===== src/rtl/peer_setup_pkg.sv =====
package peer_setup_pkg;

  typedef enum logic [2:0] {
    ST_VERSION = 3'd0,
    ST_OWNID   = 3'd1,
    ST_PEERS   = 3'd2,
    ST_RUN     = 3'd3,
    ST_FAIL    = 3'd4
  } setup_state_e;

  typedef enum logic [3:0] {
    EC_NONE     = 4'd0,
    EC_VERSION  = 4'd1,
    EC_OWNID    = 4'd2,
    EC_MASTER   = 4'd3,
    EC_RANGE    = 4'd4,
    EC_SHMEM    = 4'd5,
    EC_FULL     = 4'd6,
    EC_DISCONN  = 4'd7,
    EC_OVERFLOW = 4'd8
  } err_code_e;

  localparam logic [1:0] MM_OFF    = 2'd0;
  localparam logic [1:0] MM_FORCED = 2'd1;

endpackage


===== src/rtl/msg_assembler.sv =====
module msg_assembler (
  input  logic        clk,
  input  logic        rst_n,
  input  logic        byte_valid,
  input  logic        accept_en,
  input  logic [7:0]  byte_data,
  input  logic        byte_handle,
  output logic        msg_vld,
  output logic [63:0] msg_data,
  output logic        msg_hdl
);

  logic [2:0]  idx_q, idx_d;
  logic [63:0] shreg_q, shreg_d;
  logic        vld_d, hdl_d, take;

  assign take = byte_valid && accept_en;

  always_comb begin
    idx_d   = idx_q;
    shreg_d = shreg_q;
    vld_d   = 1'b0;
    hdl_d   = msg_hdl;
    if (take) begin
      idx_d   = idx_q + 3'd1;
      shreg_d = {byte_data, shreg_q[63:8]};
      if (idx_q == 3'd7) begin
        vld_d = 1'b1;
        hdl_d = byte_handle;
      end
    end
  end

  always_ff @(posedge clk or negedge rst_n) begin
    if (!rst_n) begin
      idx_q   <= '0;
      shreg_q <= '0;
      msg_vld <= 1'b0;
      msg_hdl <= 1'b0;
    end else begin
      idx_q   <= idx_d;
      shreg_q <= shreg_d;
      msg_vld <= vld_d;
      msg_hdl <= hdl_d;
    end
  end

  assign msg_data = shreg_q;


  pulse_single_chk: assert property (@(posedge clk) disable iff (!rst_n)
    msg_vld |=> !msg_vld);


  blocked_no_msg_chk: assert property (@(posedge clk) disable iff (!rst_n)
    !accept_en |=> !msg_vld);

endmodule


===== src/rtl/peer_count_table.sv =====
module peer_count_table #(
  parameter int MAX_PEERS   = 32,
  parameter int INIT_PEERS  = 16,
  parameter int NUM_VECTORS = 1,
  localparam int IDW = $clog2(MAX_PEERS),
  localparam int CW  = $clog2(NUM_VECTORS + 1),
  localparam int SW  = $clog2(MAX_PEERS + 1)
) (
  input  logic           clk,
  input  logic           rst_n,
  input  logic [IDW-1:0] op_peer,
  input  logic           grow_en,
  input  logic           inc_en,
  input  logic           clr_en,
  output logic [CW-1:0]  op_count,
  input  logic [IDW-1:0] qry_peer,
  output logic [CW-1:0]  qry_count,
  output logic [SW-1:0]  size
);

  localparam logic [CW-1:0] VEC_LIM = CW'(NUM_VECTORS);

  logic [CW-1:0] cnt_q [MAX_PEERS];
  logic [SW-1:0] size_d;

  genvar gi;
  generate
    for (gi = 0; gi < MAX_PEERS; gi++) begin : g_entry
      logic          sel, ld;
      logic [CW-1:0] nxt;
      assign sel = (op_peer == IDW'(gi));
      assign ld  = sel && (inc_en || clr_en);
      assign nxt = clr_en ? '0 : cnt_q[gi] + CW'(1);
      always_ff @(posedge clk or negedge rst_n) begin
        if (!rst_n)  cnt_q[gi] <= '0;
        else if (ld) cnt_q[gi] <= nxt;
      end

      count_limit_chk: assert property (@(posedge clk) disable iff (!rst_n)
        cnt_q[gi] <= VEC_LIM);
    end
  endgenerate

  always_comb begin
    size_d = size;
    if (grow_en && (SW'(op_peer) >= size)) size_d = SW'(op_peer) + SW'(1);
  end

  always_ff @(posedge clk or negedge rst_n) begin
    if (!rst_n) size <= SW'(INIT_PEERS);
    else        size <= size_d;
  end

  assign op_count  = cnt_q[op_peer];
  assign qry_count = cnt_q[qry_peer];


  size_monotonic_chk: assert property (@(posedge clk) disable iff (!rst_n)
    size >= $past(size));

endmodule


===== src/rtl/setup_sequencer.sv =====
module setup_sequencer
  import peer_setup_pkg::*;
#(
  parameter int MAX_PEERS     = 32,
  parameter int NUM_VECTORS   = 1,
  parameter int PROTO_VERSION = 0,
  localparam int IDW = $clog2(MAX_PEERS),
  localparam int CW  = $clog2(NUM_VECTORS + 1),
  localparam int SW  = $clog2(MAX_PEERS + 1),
  localparam int VW  = (NUM_VECTORS > 1) ? $clog2(NUM_VECTORS) : 1
) (
  input  logic           clk,
  input  logic           rst_n,
  input  logic           msg_vld,
  input  logic [63:0]    msg_data,
  input  logic           msg_hdl,
  input  logic [1:0]     master_mode,
  input  logic [CW-1:0]  cur_count,
  input  logic [SW-1:0]  cur_size,
  output logic [IDW-1:0] tbl_peer,
  output logic           grow_en,
  output logic           inc_en,
  output logic           clr_en,
  output logic           accept_en,
  output logic           setup_done,
  output logic           setup_failed,
  output logic [15:0]    own_id,
  output logic           is_master,
  output logic           err_valid,
  output logic [3:0]     err_code,
  output logic           vec_en,
  output logic [VW-1:0]  vec_num,
  output logic           overflow
);

  localparam logic [63:0]   VER_W   = 64'(PROTO_VERSION);
  localparam logic [16:0]   CAP_W   = 17'(MAX_PEERS);
  localparam logic [CW-1:0] VEC_LIM = CW'(NUM_VECTORS);

  setup_state_e  st_q, st_d;
  err_code_e     ec_d;
  logic          own_ld, mst_d, ven_d, ovf_d;
  logic [VW-1:0] vnum_d;
  logic [15:0]   pid;
  logic          in_rng, is_neg1, beyond_cap, beyond_size;

  assign pid         = msg_data[15:0];
  assign in_rng      = (msg_data[63:16] == '0);
  assign is_neg1     = &msg_data;
  assign beyond_cap  = {1'b0, pid} >= CAP_W;
  assign beyond_size = {1'b0, pid} >= 17'(cur_size);
  assign tbl_peer    = pid[IDW-1:0];

  always_comb begin
    st_d    = st_q;
    ec_d    = EC_NONE;
    own_ld  = 1'b0;
    mst_d   = is_master;
    ven_d   = 1'b0;
    vnum_d  = vec_num;
    ovf_d   = overflow;
    grow_en = 1'b0;
    inc_en  = 1'b0;
    clr_en  = 1'b0;
    if (msg_vld) begin
      unique case (st_q)
        ST_VERSION: begin
          if (msg_data == VER_W && !msg_hdl) st_d = ST_OWNID;
          else                               ec_d = EC_VERSION;
        end
        ST_OWNID: begin
          if (in_rng && !msg_hdl) begin
            own_ld = 1'b1;
            mst_d  = (master_mode == MM_FORCED) ||
                     (master_mode[1] && pid == 16'd0);
            if (master_mode == MM_FORCED && pid != 16'd0) ec_d = EC_MASTER;
            else                                          st_d = ST_PEERS;
          end else begin
            ec_d = EC_OWNID;
          end
        end
        ST_PEERS, ST_RUN: begin
          if (is_neg1) begin
            if (msg_hdl && st_q == ST_PEERS) st_d = ST_RUN;
            else                             ec_d = EC_SHMEM;
          end else if (!in_rng) begin
            ec_d = EC_RANGE;
          end else if (beyond_cap) begin
            ec_d  = EC_OVERFLOW;
            ovf_d = 1'b1;
          end else if (msg_hdl) begin
            grow_en = 1'b1;
            if (cur_count >= VEC_LIM) begin
              ec_d = EC_FULL;
            end else begin
              inc_en = 1'b1;
              if (pid == own_id) begin
                ven_d  = 1'b1;
                vnum_d = cur_count[VW-1:0];
              end
            end
          end else begin
            if (beyond_size || pid == own_id) ec_d = EC_DISCONN;
            else                              clr_en = 1'b1;
          end
        end
        default: ;
      endcase
      if (ec_d != EC_NONE && st_q != ST_RUN) st_d = ST_FAIL;
    end
  end

  always_ff @(posedge clk or negedge rst_n) begin
    if (!rst_n) begin
      st_q      <= ST_VERSION;
      own_id    <= '0;
      is_master <= 1'b0;
      err_valid <= 1'b0;
      err_code  <= '0;
      vec_en    <= 1'b0;
      vec_num   <= '0;
      overflow  <= 1'b0;
    end else begin
      st_q      <= st_d;
      is_master <= mst_d;
      err_valid <= (ec_d != EC_NONE);
      err_code  <= ec_d;
      vec_en    <= ven_d;
      vec_num   <= vnum_d;
      overflow  <= ovf_d;
      if (own_ld) own_id <= pid;
    end
  end

  assign accept_en    = (st_q != ST_FAIL);
  assign setup_failed = (st_q == ST_FAIL);
  assign setup_done   = (st_q == ST_RUN);


  fail_sticky_chk: assert property (@(posedge clk) disable iff (!rst_n)
    setup_failed |=> setup_failed);


  done_sticky_chk: assert property (@(posedge clk) disable iff (!rst_n)
    setup_done |=> setup_done);


  pulse_exclusive_chk: assert property (@(posedge clk) disable iff (!rst_n)
    !(err_valid && vec_en));


  overflow_sticky_chk: assert property (@(posedge clk) disable iff (!rst_n)
    overflow |=> overflow);


  decision_needs_msg_chk: assert property (@(posedge clk) disable iff (!rst_n)
    (err_valid || vec_en) |-> $past(msg_vld));

endmodule


===== src/rtl/peer_setup_decoder.sv =====
module peer_setup_decoder #(
  parameter int MAX_PEERS     = 32,
  parameter int INIT_PEERS    = 16,
  parameter int NUM_VECTORS   = 1,
  parameter int PROTO_VERSION = 0,
  localparam int IDW = $clog2(MAX_PEERS),
  localparam int CW  = $clog2(NUM_VECTORS + 1),
  localparam int SW  = $clog2(MAX_PEERS + 1),
  localparam int VW  = (NUM_VECTORS > 1) ? $clog2(NUM_VECTORS) : 1
) (
  input  logic           clk,
  input  logic           rst_n,
  input  logic           in_valid,
  output logic           in_ready,
  input  logic [7:0]     in_data,
  input  logic           in_handle,
  input  logic [1:0]     master_mode,
  input  logic [IDW-1:0] qry_peer,
  output logic [CW-1:0]  qry_count,
  output logic [SW-1:0]  tbl_size,
  output logic           setup_done,
  output logic           setup_failed,
  output logic [15:0]    own_id,
  output logic           is_master,
  output logic           err_valid,
  output logic [3:0]     err_code,
  output logic           vec_en,
  output logic [VW-1:0]  vec_num,
  output logic           overflow
);

  logic           rs_meta, rs_n;
  logic           m_vld, m_hdl;
  logic [63:0]    m_data;
  logic [IDW-1:0] t_peer;
  logic           t_grow, t_inc, t_clr;
  logic [CW-1:0]  t_count;

  always_ff @(posedge clk or negedge rst_n) begin
    if (!rst_n) begin
      rs_meta <= 1'b0;
      rs_n    <= 1'b0;
    end else begin
      rs_meta <= 1'b1;
      rs_n    <= rs_meta;
    end
  end

  msg_assembler u_asm (
    .clk         (clk),
    .rst_n       (rs_n),
    .byte_valid  (in_valid),
    .accept_en   (in_ready),
    .byte_data   (in_data),
    .byte_handle (in_handle),
    .msg_vld     (m_vld),
    .msg_data    (m_data),
    .msg_hdl     (m_hdl)
  );

  peer_count_table #(
    .MAX_PEERS   (MAX_PEERS),
    .INIT_PEERS  (INIT_PEERS),
    .NUM_VECTORS (NUM_VECTORS)
  ) u_tbl (
    .clk       (clk),
    .rst_n     (rs_n),
    .op_peer   (t_peer),
    .grow_en   (t_grow),
    .inc_en    (t_inc),
    .clr_en    (t_clr),
    .op_count  (t_count),
    .qry_peer  (qry_peer),
    .qry_count (qry_count),
    .size      (tbl_size)
  );

  setup_sequencer #(
    .MAX_PEERS     (MAX_PEERS),
    .NUM_VECTORS   (NUM_VECTORS),
    .PROTO_VERSION (PROTO_VERSION)
  ) u_seq (
    .clk          (clk),
    .rst_n        (rs_n),
    .msg_vld      (m_vld),
    .msg_data     (m_data),
    .msg_hdl      (m_hdl),
    .master_mode  (master_mode),
    .cur_count    (t_count),
    .cur_size     (tbl_size),
    .tbl_peer     (t_peer),
    .grow_en      (t_grow),
    .inc_en       (t_inc),
    .clr_en       (t_clr),
    .accept_en    (in_ready),
    .setup_done   (setup_done),
    .setup_failed (setup_failed),
    .own_id       (own_id),
    .is_master    (is_master),
    .err_valid    (err_valid),
    .err_code     (err_code),
    .vec_en       (vec_en),
    .vec_num      (vec_num),
    .overflow     (overflow)
  );

endmodule


===== config.mk =====
export PLATFORM = sky130hd
export DESIGN_NAME = peer_setup_decoder
export DESIGN_NICKNAME = d
export VERILOG_FILES = /design/src/rtl/peer_setup_pkg.sv /design/src/rtl/msg_assembler.sv /design/src/rtl/peer_count_table.sv /design/src/rtl/setup_sequencer.sv /design/src/rtl/peer_setup_decoder.sv
export SDC_FILE = /design/constraint.sdc
export NUM_CORES = 1
export LEC_CHECK = 0
export ABC_CLOCK_PERIOD_IN_PS = 4370
export BUFFER_PORTS_ARGS = -buffer_cell sky130_fd_sc_hd__buf_2
export CORE_MARGIN = 4
export CORE_UTILIZATION = 54
export DETAILED_ROUTE_END_ITERATION = 12
export GPL_TIMING_DRIVEN = 0
export PLACE_DENSITY = 0.79
export SYNTH_ARGS = -nofsm -noshare
export SYNTH_HDL_FRONTEND = slang
export SYNTH_SLANG_ARGS = --single-unit

===== constraint.sdc =====
create_clock -name clk -period 4.37 [get_ports clk]
set_input_delay 0.874 -clock clk [delete_from_list [all_inputs] [get_ports clk]]
set_output_delay 0.874 -clock clk [all_outputs]
set_load 0.03 [all_outputs]

# Word-level counts from Yosys, hierarchy flattened
# Cells that the tools add are included.
[classes]
add_sub_neg = 34
magnitude_cmp = 6
eq_ne = 45
n_mux = 91
bitwise = 5
reduce_logical = 60
[ops]
columns = ["cell", "count"]
rows = [
  ["$eq 5x5->1 const B", 16],
  ["$mux 1", 70],
  ["$logic_not 64->1", 1],
  ["$reduce_and 64->1", 1],
  ["$logic_not 48->1", 1],
  ["$eq 5x4->1 const B", 8],
  ["$logic_and 1x1->1", 40],
  ["$add 1x1->1 const B", 32],
  ["$mux 3", 9],
  ["$mux 4", 6],
  ["$eq 5x3->1 const B", 4],
  ["$eq 16x16->1", 1],
  ["$ge 16x6->1", 1],
  ["$ge 16x6->1 const B", 1],
  ["$logic_not 16->1", 1],
  ["$reduce_bool 16->1", 1],
  ["$ge 6x6->1 const B", 2],
  ["$ne 3x1->1 const B", 4],
  ["$not 5->6", 2],
  ["$pmux 4 s3", 1],
  ["$reduce_bool 4->1", 3],
  ["$bmux 1 s5", 2],
  ["$eq 5x2->1 const B", 2],
  ["$pmux 3 s3", 1],
  ["23 further kinds", 31],
]
[word_totals]
reg_bits = 137
output_inout_bits = 35
word_cells = 288

# Depth between registers and ports, before layout
[logic_depth]
depth_word = 16
mapped_depth = 12

# By module
# A second synthesis with hierarchy kept.
[hier_totals]
hier_cells = 621
hier_area_um2 = 7185.6
[modules_own_cells]
columns = ["mod", "instances", "cells_per_inst", "area_per_inst_um2"]
rows = [
  ["msg_assembler", 1, 148, 2697.6],
  ["peer_count_table", 1, 274, 2524.9],
  ["setup_sequencer", 1, 196, 1909.3],
  ["peer_setup_decoder", 1, 3, 53.8],
]

# Worst setup path after synthesis
# OpenSTA, ideal clock, no wires.
[synth_path]
path_kind = "in2out"
start = "in qry_peer[0]"
end = "out qry_count"
arrival_ns = 2.650
slack_ns = 0.846
cell_stages = 4
n_path_buf = 1
path_cell_list = "clkbuf_1 mux4_2 mux4_2 mux2_2"
[synth_via]
elab_chain_cells = 4
[synth_rtl]
columns = ["item", "line_no", "rtl"]
rows = [
  ["start, declared", "peer_setup_decoder.sv:18", "input logic [IDW-1:0] qry_peer,"],
  ["$not 5->6 (implied by the code)", "peer_count_table.sv:55", "assign qry_count = cnt_q[qry_peer];"],
  ["$bmux 1 s5", "peer_count_table.sv:55", ""],
  ["$mux 1 (implied by the code) (2 in series)", "peer_count_table.sv:55", ""],
  ["end, declared", "peer_setup_decoder.sv:19", "output logic [CW-1:0] qry_count,"],
]
# No other way between the ends. The select of a mux whose other input is x is not followed.

# Worst setup path after layout
# Same ends and word-level chain as after synthesis.

==> impl_metrics.toml <==
[status]
status = "finished clean"

[clocking]
cts_max_level = 4
numClockSinks = 137
hold_buffers = 0
cts.repair.resized = 0
clk_latency_ps = 420
cts_tree = "yes"
cts_max_path_buffers = 2
cts_buffers = 17
post_cts_buffers = 0
clk_pin_slew_ps = 60
root_buffer = "clkbuf_16"

[yosys]
syn_area_per_cell_um2 = 9.76
yosysTopAreaCellShare_pct = 49.5
ys.flop_type = "dfrtp_1"
netlist_instances = 704
synthArstFlopShare_pct = 100
netlist.top_cell.by_area = "dfrtp_1"
synth_most_common_cell = "nand2_1"
syn_nets = 737
synth_cell_types = 60
yosys_warnings = 0
yosysSeqAreaShare_pct = 49.9
netlist_top_cells_count = "227 x nand2_1, 136 x dfrtp_1, 24 x nor4_1, 23 x o21ai_0, 23 x o31ai_1"
synthTopCellsByArea = "dfrtp_1 50%, nand2_1 12%, mux4_2 4.3%"
syn-cell-area_um2 = 6870
synth-seq-cells = 137
synth_edf_count = 0

[critical_path]
cp.required_ps = 3500
path_class = "in2out"
cpLargestDelayFamily = "multiplexers"
cp.arrival_ps = 2910
crit_buf_inv = 2
cp_max_fo = 8
cp-start-kind = "input pin"
critPathLaunch = "qry_peer[0]"
max_stage_delay_ps = 610
rr_startpoint = "u_asm.msg_data[23]"
cp_common_cell = "mux4_2"
crit_slowest_cell = "mux4_2"
crit_chain = "clkbuf_1 > mux4_2 > mux4_2 > mux2_2 > buf_2"
endpoint_kind = "output pin"

[die]
rows = 40
die_area_um2 = 14600
io_pins = 54
die_w_um = 121
die_y_um = 121
start_util_pct = 56.3
core_area_um2 = 12200

[global_route]
grt_usage_pct = 25.5
grt_pass1_vias = 5755
grt_pass1_wl_mm = 29.3
antenna_found_initial = 0
grt-ovfl-total = 0
grt_max_degree = 74

[placement]
port_buffers = 51
dp_hpwl_mm = 12.4
dpl_cell_area_um2 = 7370
place_ws_ps = 561
place_inst = 924
finalWeightedCongestion = 0.915

[route]
vias = 5736
first_pass_iters = 5
postRouteAntennaNets = 0
vias_per_cell = 6.00
routedWlPerCell_um = 18.2
drc = 0
wl_mm = 17.4
first_iter_violations = 479

[power]
clkPwrFrac_pct = 29.4
power_w = 0.00508
sw_frac_of_total_pct = 39.4
combPwrFrac_pct = 31.6
power_density_nw_per_um2 = 636
power_frac_seq_pct = 39.0
p_int_w = 0.00307
max-vdd-ir-drop_mv = 0.412
leakagePower_nw = 3.86
p_sw_w = 0.00200

[sta]
slew_headroom_pct = 43.8
finalSetupViolations = 0
fin_crit_sh_pct = 86.5
max_freq_ghz = 0.264
fin_skew_ps = 7.53
layout_setup_ws_ps = 588
timing.final.crit_period_ps = 3780
rsz0062_at_grt = "no"
finalHoldViolCount = 0
tightest_slew_ps = 843
slew_violations = 0

[final_layout]
finalInstanceArea_um2 = 7980
layout-drive-gt1-share_pct = 17.9
area_growth_pct = 16.1
final_core_util_pct = 65.3
final_cells = 956
num_antenna_cells = 0
layout.nets = 808

[worst_hold_path]
hold_path.class = "in2async"

[flow_run]
cap_violations = 0
==> cells in the final DEF (no fill, tap or decap), drive strengths merged, types with 2 or more instances in the layout <==
master	n
nand2	227
dfrtp	136
buf	61
o21ai	48
clkbuf	38
nor4	29
o31ai	24
nand4	20
nor2	19
xor2	16
mux2i	16
inv	16
a21oi	16
mux2	15
ha	14
mux4	13
nor2b	10
nand3	10
a31oi	7
clkinvlp	5
clkinv	5
bufinv	4
nand2b	3
xnor2	3
nor3	3
o211ai	3
and3	2
nor3b	2
and2	2
or4	2
or3	2
a211oi	2
o31a	2
or2	2
==> worst paths after layout <==
kind	to	slack (ps)	cells past startpoint
setup reg to reg	u_tbl.cnt_q[14]	1200	8
min in group clk	rs_n	350	0
hold reg to reg	rs_n	350	0
setup / recovery	qry_count	590	5
max in group asynchronous	u_asm.msg_data[19]	3090	1
hold / removal	rs_n	220	1
==> area by class of cell <==
type                    count  area (um^2)
clock buffers              19          433
fillers                   946         4230
plain buffers              28          168
well taps                 168          210
flip-flops and latches    137         3430
repair buffers             52          283
clock inverters            13          178
multi-input cells         522         3210
inverters                  17         66.3
==> per-layer routing <==
layer / global-route usage, % / vias to the layer above / share of wire [%]
met2: 39.6 / 263 / 46
met4: 7.58 / 0 / 2.2
met3: 6.36 / 44 / 7.0
met5: 0 / - / 0
li1: - / 2605 / -
met1: 35.7 / 2824 / 44
==> power groups by stage <==
stage	Clock [W]	Combinational (W)	Sequential, W
final	0.00149	0.00160	0.00198
after global routing	0.00157	0.00178	0.00202
after CTS	0.00150	0.00159	0.00197
after detailed placement	0	0.00157	0.00198
after global placement	0	0.00151	0.00197
after floorplan	0	0.00120	0.00185
==> flip-flops by register name, indices dropped and copies added, names as in the netlist, 3 cells and up <==
| signal | cells |
|---|---|
| u_tbl.size | 6 |
| u_asm.msg_data | 64 |
| u_seq.own_id | 16 |
| u_seq.err_code | 4 |
| u_tbl.cnt_q | 32 |
| u_asm.idx_q | 3 |
| u_seq.st_q | 3 |
==> kinds of logic after synthesis <==
kind of cell / synth area share [%]
buf+inv: 3.40
fa+ha+maj: 2.55
other cells: 0.0546
compound gates: 10.4
mux: 9.05
flops: 49.9
simple gates: 22.3
xor+xnor: 2.42
==> through the flow <==
step,hold slack [ps],setup TNS (ps)
after CTS,215,0
after detailed placement,343,0
after global placement,336,-134210
final,222,0
after global routing,207,0
after floorplan,331,0
Note: power is estimated with default switching activity, not from simulation.
